===== src/rtl/opread_sched_pkg.sv =====
package opread_sched_pkg;

    typedef enum logic [2:0] {
        CLS_BASE = 3'd0,
        CLS_C21  = 3'd1,
        CLS_C22  = 3'd2,
        CLS_C31  = 3'd3,
        CLS_C32  = 3'd4,
        CLS_C41  = 3'd5,
        CLS_C42  = 3'd6,
        CLS_RSV  = 3'd7
    } op_cls_e;

    typedef enum logic [1:0] {
        LSEL_HOLD  = 2'd0,
        LSEL_PORT0 = 2'd1,
        LSEL_PORT1 = 2'd2,
        LSEL_ZERO  = 2'd3
    } lane_sel_e;

    localparam int unsigned NUM_LANES = 4;

    // class needs a second decode slot
    function automatic logic cls_two_slot(op_cls_e c);
        return (c == CLS_C31) || (c == CLS_C32) || (c == CLS_C41) || (c == CLS_C42);
    endfunction

    // middle field is a source in the first slot
    function automatic logic cls_mid_is_src(op_cls_e c);
        return (c == CLS_BASE) || (c == CLS_C21) || (c == CLS_RSV);
    endfunction

    // class has four sources
    function automatic logic cls_four_src(op_cls_e c);
        return (c == CLS_C41) || (c == CLS_C42);
    endfunction

endpackage


===== src/rtl/opread_sched_port_sel.sv =====
module opread_sched_port_sel
    import opread_sched_pkg::*;
#(
    parameter int unsigned IDX_W = 5
) (
    input  logic             in_id2,
    input  logic             in_valid,
    input  op_cls_e          cls,
    input  logic [IDX_W-1:0] cur_a,
    input  logic [IDX_W-1:0] cur_b,
    input  logic [IDX_W-1:0] cur_c,
    input  logic [IDX_W-1:0] pend3,
    input  logic [IDX_W-1:0] pend4,
    input  logic             pend_four,
    output logic             en0,
    output logic [IDX_W-1:0] addr0,
    output logic             en1,
    output logic [IDX_W-1:0] addr1
);

    always_comb begin
        en0   = 1'b0;
        addr0 = '0;
        en1   = 1'b0;
        addr1 = '0;
        if (in_id2) begin
            en0   = 1'b1;
            addr0 = pend3;
            en1   = pend_four;
            addr1 = pend_four ? pend4 : '0;
        end else if (in_valid) begin
            en0   = 1'b1;
            addr0 = cur_a;
            en1   = 1'b1;
            addr1 = cls_mid_is_src(cls) ? cur_b : cur_c;
        end
    end

endmodule


===== src/rtl/opread_sched_steer.sv =====
module opread_sched_steer
    import opread_sched_pkg::*;
#(
    parameter int unsigned DATA_W = 32
) (
    input  logic                                in_id2,
    input  logic                                in_valid,
    input  op_cls_e                             cls,
    input  logic                                pend_four,
    input  logic [DATA_W-1:0]                   rd_data0,
    input  logic [DATA_W-1:0]                   rd_data1,
    input  logic [NUM_LANES-1:0][DATA_W-1:0]    opnd_q,
    output logic [NUM_LANES-1:0][DATA_W-1:0]    opnd_d
);

    lane_sel_e lane_sel [NUM_LANES];

    always_comb begin
        for (int i = 0; i < NUM_LANES; i++) begin
            lane_sel[i] = LSEL_HOLD;
        end
        if (in_id2) begin
            lane_sel[2] = LSEL_PORT0;
            lane_sel[3] = pend_four ? LSEL_PORT1 : LSEL_ZERO;
        end else if (in_valid) begin
            lane_sel[0] = LSEL_PORT0;
            lane_sel[1] = LSEL_PORT1;
            if (!cls_two_slot(cls)) begin
                lane_sel[2] = LSEL_ZERO;
                lane_sel[3] = LSEL_ZERO;
            end
        end
    end

    for (genvar g = 0; g < NUM_LANES; g++) begin : g_lane
        always_comb begin
            unique case (lane_sel[g])
                LSEL_PORT0: opnd_d[g] = rd_data0;
                LSEL_PORT1: opnd_d[g] = rd_data1;
                LSEL_ZERO:  opnd_d[g] = '0;
                default:    opnd_d[g] = opnd_q[g];
            endcase
        end
    end

endmodule


===== src/rtl/opread_sched.sv =====
module opread_sched
    import opread_sched_pkg::*;
#(
    parameter int unsigned DATA_W = 32,
    parameter int unsigned IDX_W  = 5
) (
    input  logic              clk,
    input  logic              rst_n,
    input  logic              in_valid,
    input  logic [2:0]        in_cls,
    input  logic [IDX_W-1:0]  cur_a,
    input  logic [IDX_W-1:0]  cur_b,
    input  logic [IDX_W-1:0]  cur_c,
    input  logic [IDX_W-1:0]  nxt_a,
    input  logic [IDX_W-1:0]  nxt_b,
    output logic              rd_en0,
    output logic [IDX_W-1:0]  rd_addr0,
    output logic              rd_en1,
    output logic [IDX_W-1:0]  rd_addr1,
    input  logic [DATA_W-1:0] rd_data0,
    input  logic [DATA_W-1:0] rd_data1,
    output logic              busy,
    output logic              op_valid,
    output logic [2:0]        op_cls,
    output logic [DATA_W-1:0] opnd1,
    output logic [DATA_W-1:0] opnd2,
    output logic [DATA_W-1:0] opnd3,
    output logic [DATA_W-1:0] opnd4
);

    typedef struct packed {
        logic                               id2;
        op_cls_e                            cls;
        logic [IDX_W-1:0]                   pend3;
        logic [IDX_W-1:0]                   pend4;
        logic                               pend_four;
        logic                               vld;
        op_cls_e                            ocls;
        logic [NUM_LANES-1:0][DATA_W-1:0]   opnd;
    } st_t;

    st_t     st_d, st_q;
    op_cls_e cls_in;
    logic [NUM_LANES-1:0][DATA_W-1:0] opnd_next;

    assign cls_in = op_cls_e'(in_cls);

    opread_sched_port_sel #(.IDX_W(IDX_W)) u_port_sel (
        .in_id2    (st_q.id2),
        .in_valid  (in_valid),
        .cls       (cls_in),
        .cur_a     (cur_a),
        .cur_b     (cur_b),
        .cur_c     (cur_c),
        .pend3     (st_q.pend3),
        .pend4     (st_q.pend4),
        .pend_four (st_q.pend_four),
        .en0       (rd_en0),
        .addr0     (rd_addr0),
        .en1       (rd_en1),
        .addr1     (rd_addr1)
    );

    opread_sched_steer #(.DATA_W(DATA_W)) u_steer (
        .in_id2    (st_q.id2),
        .in_valid  (in_valid),
        .cls       (cls_in),
        .pend_four (st_q.pend_four),
        .rd_data0  (rd_data0),
        .rd_data1  (rd_data1),
        .opnd_q    (st_q.opnd),
        .opnd_d    (opnd_next)
    );

    always_comb begin
        st_d      = st_q;
        st_d.vld  = 1'b0;
        st_d.opnd = opnd_next;
        if (st_q.id2) begin
            st_d.id2  = 1'b0;
            st_d.vld  = 1'b1;
            st_d.ocls = st_q.cls;
        end else if (in_valid) begin
            if (cls_two_slot(cls_in)) begin
                st_d.id2       = 1'b1;
                st_d.cls       = cls_in;
                st_d.pend_four = cls_four_src(cls_in);
                st_d.pend3     = (cls_in == CLS_C31) ? cur_b : nxt_a;
                st_d.pend4     = cls_four_src(cls_in) ? nxt_b : '0;
            end else begin
                st_d.vld  = 1'b1;
                st_d.ocls = cls_in;
            end
        end
    end

    always_ff @(posedge clk) begin
        if (!rst_n) begin
            st_q <= '0;
        end else begin
            st_q <= st_d;
        end
    end

    assign busy     = st_q.id2;
    assign op_valid = st_q.vld;
    assign op_cls   = st_q.ocls;
    assign opnd1    = st_q.opnd[0];
    assign opnd2    = st_q.opnd[1];
    assign opnd3    = st_q.opnd[2];
    assign opnd4    = st_q.opnd[3];

endmodule


===== config.mk =====
export PLATFORM = sky130hd
export DESIGN_NAME = opread_sched
export DESIGN_NICKNAME = d
export VERILOG_FILES = /design/src/rtl/opread_sched_pkg.sv /design/src/rtl/opread_sched_port_sel.sv /design/src/rtl/opread_sched_steer.sv /design/src/rtl/opread_sched.sv
export SDC_FILE = /design/constraint.sdc
export NUM_CORES = 1
export LEC_CHECK = 0
export BUFFER_PORTS_ARGS = -buffer_cell sky130_fd_sc_hd__buf_2
export CELL_PAD_IN_SITES_DETAIL_PLACEMENT = 0
export CELL_PAD_IN_SITES_GLOBAL_PLACEMENT = 1
export CORE_MARGIN = 10
export CORE_UTILIZATION = 32
export DETAILED_ROUTE_END_ITERATION = 8
export PLACE_DENSITY = 0.79
export SLEW_MARGIN = 30
export SYNTH_ARGS = -nofsm -noshare
export SYNTH_HDL_FRONTEND = slang
export SYNTH_SLANG_ARGS = --single-unit
export TNS_END_PERCENT = 5

===== constraint.sdc =====
create_clock -name clk -period 1.4 [get_ports clk]
set_input_delay 0.28 -clock clk [delete_from_list [all_inputs] [get_ports clk]]
set_output_delay 0.28 -clock clk [all_outputs]
set_load 0.02 [all_outputs]

# Word level (Yosys, flattened, before mapping)
# Index checks and enable logic that the tools add are counted.
# op_classes
eq_ne	19
n_mux	24
bitwise	3
reduce_logical	15
# ops
op	n
one-hot mux 32 bit (3 select lines)	4
2-to-1 mux 5 bit	8
2-to-1 mux 4 bit	5
2-to-1 mux 15 bit	1
equality test 2 bit, second input constant	6
equality test 3 bit, second input constant	4
nonzero test 3 bit	4
2-to-1 mux 7 bit	1
equality test 2 x 1 -> 1 bit, second input constant	3
logical OR 1 bit	6
equality test 1 x 2 -> 1 bit, second input constant	2
2-to-1 mux 1 bit	4
equality test 3 x 1 -> 1 bit, second input constant	1
equality test 3 x 2 -> 1 bit, second input constant	1
logical NOT 3 bit	1
2-to-1 mux 3 bit	1
inverter 1 bit	3
AND reduction 3 bit	1
OR reduction 3 bit	1
inequality test 2 bit, second input constant	1
AND reduction 2 bit	1
nonzero test 2 bit	1
equality test 1 bit, second input constant	1
# totals
reg_bits	147
input_bits	95
out_inout_bits	145
wordCells	72

# Depth between registers and ports, before layout
# logic_depth
word_depth	9
mapped_depth	7

# Hierarchy
# Synthesis repeated with hierarchy kept, for this count alone.
# unflattened
hier_cells	683
hier_area_um2	7104.3
# by_module_without_submodules
mod	instances	cells_per_inst	area_each_um2	seq_area_each_um2
opread_sched	1	494	5295.1	2942.8
opread_sched_steer	1	154	1555.2	0.0
opread_sched_port_sel	1	35	254.0	0.0

# Worst setup path before layout
# OpenSTA, ideal clock, no wires.
# synth_path
path_kind	flip-flop to output port
from	reg st_q, in the netlist busy
to	out rd_addr1[0]
arrival_ns	1.417
required_ns	1.120
setup_slack_ns	-0.297
path_stages_with_launch	5
path_cell_list	dfxtp_1 nand2b_1 buf_2 buf_2 o21ai_0
# synth_via
elab_chain_len	1
# synth_rtl
element	line_no	rtl
start: declaration	opread_sched.sv:42	st_t st_d, st_q;
start signal: assignment	opread_sched.sv:101	st_q <= st_d;
2-to-1 mux 5 bit	opread_sched_port_sel.sv:26	if (in_id2) begin
end: declaration	opread_sched.sv:19	output logic [IDX_W-1:0] rd_addr1,
# No other way between the ends.

# Worst setup path in the final report
# layout_path
from	reg st_q, in the netlist busy
to	out rd_addr0[2]
# layout_via
elab_chain_len	1
# layout_rtl
element	line_no	rtl
2-to-1 mux 5 bit	opread_sched_port_sel.sv:26	
end: declaration	opread_sched.sv:17	output logic [IDX_W-1:0] rd_addr0,
# No other way between the ends.

==> implementation parameters <==
Parameter                              Value

Outcome
  Failing checks ... setup timing
  Result of the run ... finished, violations left

Floorplanning
  CORE AREA ... between 0.015 and 0.02 mm^2
  Die X-Extent ... roughly 160 um
  Die span in y ... 160 um
  Total Die Area ... around 0.026 mm^2
  I/O pin cnt ... between 200 and 250
  Site row count ... 51
  Starting utilization of the core area ... 0.323

Placement
  Placement-stage cell area ... 0.00699 mm^2
  Placer's final routability congestion estimate ... around 0.76
  Inst Count DP ... between 1000 and 1500
  DP HPWL ... approximately 13000 um
  Number of buffers added on ports ... 239

STA
  Fin. Hold Viols ... 0
  # setup viols final ... 21
  Headroom to the max-slew limit ... 0.698
  Achievable frequency ... a little over 600 MHz
  Fin crit share ... 1.17
  Fin worst setup slack ... -239 ps
  Layout Skew ... around 9.5 ps
  Actual transition at the worst max-transition pin ... 450 ps
  Final worst path period need ... 1640 ps
  Setup repair after global routing missed its margin ... true
  Min Hold Slack ... ~87 ps
  Pins over their slew limit ... 0

Pwr
  Power density relative to cell area ... between 1000 and 1500 mW/mm^2
  Leakage power ... about 0.0037 uW
  VDD IR max ... around 0.72 mV
  Overall power ... around 10000 uW

Routing
  Number of search-and-repair iterations in the first detailed-routing pass ... 4
  Total via count in the routed design ... between 4000 and 5000
  Post-route antenna net violation count ... 0
  Detailed Route Iter0 Violations ... roughly 220
  Average wire length per cell after detail routing ... 16.5 um
  Drt total wl ... between 15000 and 20000 um
  DRC Markers ... 0
  Vias per cell ... around 4.4

Clock network
  Later-pin clock latency in the skew report ... just over 400 ps
  Clock tree root driver cell ... clkbuf_16
  CTS tree ... built
  CTS H-tree depth ... 4
  Count of clock tree sinks ... 147
  Worst-path clk slew ... about 60 ps
  TritonCTS buffer count ... 17
  Post-cts hold buffer count ... 0
  Clock buffer depth ... 2

Synthesis
  Number of enable flip-flop cells after synthesis ... 0
  Flip-flop and latch count after synthesis ... 147
  Number of distinct library cell variants in the gate-level netlist after synthesis ... 34
  Share of synthesized area occupied by flip-flops and latches ... 0.469
  Ranking of synthesized cells by area ... dfxtp_1 47%, buf_4 16%, a22o_1 12%
  Synthesized area per cell ... 9.46 um^2
  Proportion of synthesized flip-flops having asynchronous set or reset ... 0
  Number of instances in the synthesized netlist ... 663
  Total nets after synthesis ... 758
  Cell area after synthesis ... about 0.0063 mm^2
  Top flip-flop cell by instance count after synthesis ... dfxtp_1
  Library cell occupying the most area in the post-synthesis netlist ... dfxtp_1
  Number of warning messages in the yosys log ... 0
  Proportion of netlist area held by the largest area contributor ... 0.469

Cells and area
  Inserted Diodes ... 0
  Layout Cells excl Fill ... approximately 1100
  Final instance area ... 0.00780 mm^2
  Leading cell type in the layout, fill and taps excluded ... buf_2
  Commonest non-fill, non-tap cells in the layout ... 226 x buf_2, 146 x dfxtp_1, 132 x nand2_1, 85 x a22o_1, 62 x a21boi_1
  Final Net Count ... approximately 880
  Core occupancy in the finished layout ... 0.402
  Share of post-route cells with drive strength above 1 ... 0.418
  Area growth syn-to-layout ... 24.4%

Global route
  Via count of the first global-routing pass ... 4923
  First-pass GRT wire length ... ~28000 um
  Largest net degree at the start of global routing ... 38
  Remaining global-route overflow ... 0
  Antenna violations before repair ... 0
  Global-route usage over all layers ... 0.133

Setup path
  Required arrival time at the worst endpoint ... between 1000 and 1500 ps
  Crit path launch type ... flop
  Reg-to-reg slack, setup ... -20 ps
  Worst reg2reg endpoint ... opnd1[19]
  Critical path arrival ... about 1400 ps
  R2R Path Start ... busy
  Type of the worst setup path ... reg2out
  Worst Reg2Reg Path Length in Cells ... 7
  Endpoint type of the worst setup path ... output port
  Maximum fanout encountered on the critical timing path ... 7

Worst hold path
  Number of cells on the worst hold path ... 2
  Hold Startpoint ... nxt_b[0]
  Kind of path behind the tightest hold check ... in2reg
  Hold worst-path end ... st_q[133]

Run
  Total of max-cap violations ... 0
==> cells by family after synthesis <==
group | Yosys count | synth area share
compound gates | 172 | 0.218
xor+xnor | 3 | 0.00419
buf+inv | 175 | 0.194
flops | 147 | 0.469
mux | 5 | 0.00798
simple gates | 161 | 0.107
==> worst max-delay path by stage <==
stage	end	startpoint	slack [ps]
6_report	rd_addr0[2]	busy	-240
5_1_grt	rd_addr0[1]	busy	-310
4_1_cts	rd_addr0[2]	busy	-260
3_5_place_dp	st_q[138]	busy	-150
3_3_place_gp	st_q[138]	busy	-120
2_1_floorplan	rd_addr1[0]	busy	-6
==> critical path: stages (launching register included) <==
cell and delay [ps]:
dfxtp_4 370, nor2b_4 190, buf_6 130, a22o_1 140, buf_6 120
==> cells in the mapped netlist, types with 2 or more instances <==
library cell  count
a21boi_0         64
a21oi_1           6
a22o_1           85
and2_1            2
buf_2            21
buf_4           132
buf_6             5
clkbuf_1         17
dfxtp_1         147
mux2i_1           5
nand2_1         138
nand2b_1          4
nand3b_1          2
nor2_1            3
nor3_1            2
nor3b_1           2
o21a_1            2
o21ai_0           8
o31ai_1           2
xnor2_1           2
==> area by class of cell <==
| class | count | area [um^2] |
|---|---|---|
| Sequential cell | 147 | 2950 |
| Fill cell | 1973 | 11600 |
| Timing Repair Buffer | 281 | 1750 |
| Clock buffer | 24 | 502 |
| Clock inverter | 8 | 50.0 |
| Tap cell | 265 | 332 |
| Multi-Input combinational cell | 341 | 2220 |
==> power by group <==
group | internal (uW) | switching (uW) | total (uW)
combinational | 578 | 766 | 1340
sequential | 4350 | 82.3 | 4430
clock | 2500 | 1730 | 4230
total | 7430 | 2580 | 10000
==> timing repair <==
item,in CTS,in global routing
gates resized for setup,73,41
gates cloned,0,0
pin swaps,22,41
endpoints found under the setup margin,23,137
buffers inserted,8,3
==> sequential cells by signal (all words and copies together) (netlist names) <==
signal    flops
busy          1
op_cls        3
op_valid      1
opnd1        32
opnd2        32
opnd3        32
opnd4        32
st_q         14
==> metrics by stage <==
step           TNS, ps  setup WS, ps
2_1_floorplan    -53.6         -5.60
3_3_place_gp     -5120          -124
3_5_place_dp     -7120          -148
4_1_cts          -3000          -265
5_1_grt          -7930          -312
6_report         -2650          -239
==> layer usage <==
| metal | track usage | vias up | part of all wire |
|---|---|---|---|
| met4 | 0.0438 | 0 | 0.0066 |
| met2 | 0.215 | 157 | 0.47 |
| li1 | - | 2369 | - |
| met5 | 0 | - | 0 |
| met3 | 0.0571 | 6 | 0.086 |
| met1 | 0.155 | 2191 | 0.44 |
Note: power is estimated with default switching activity, not from simulation.
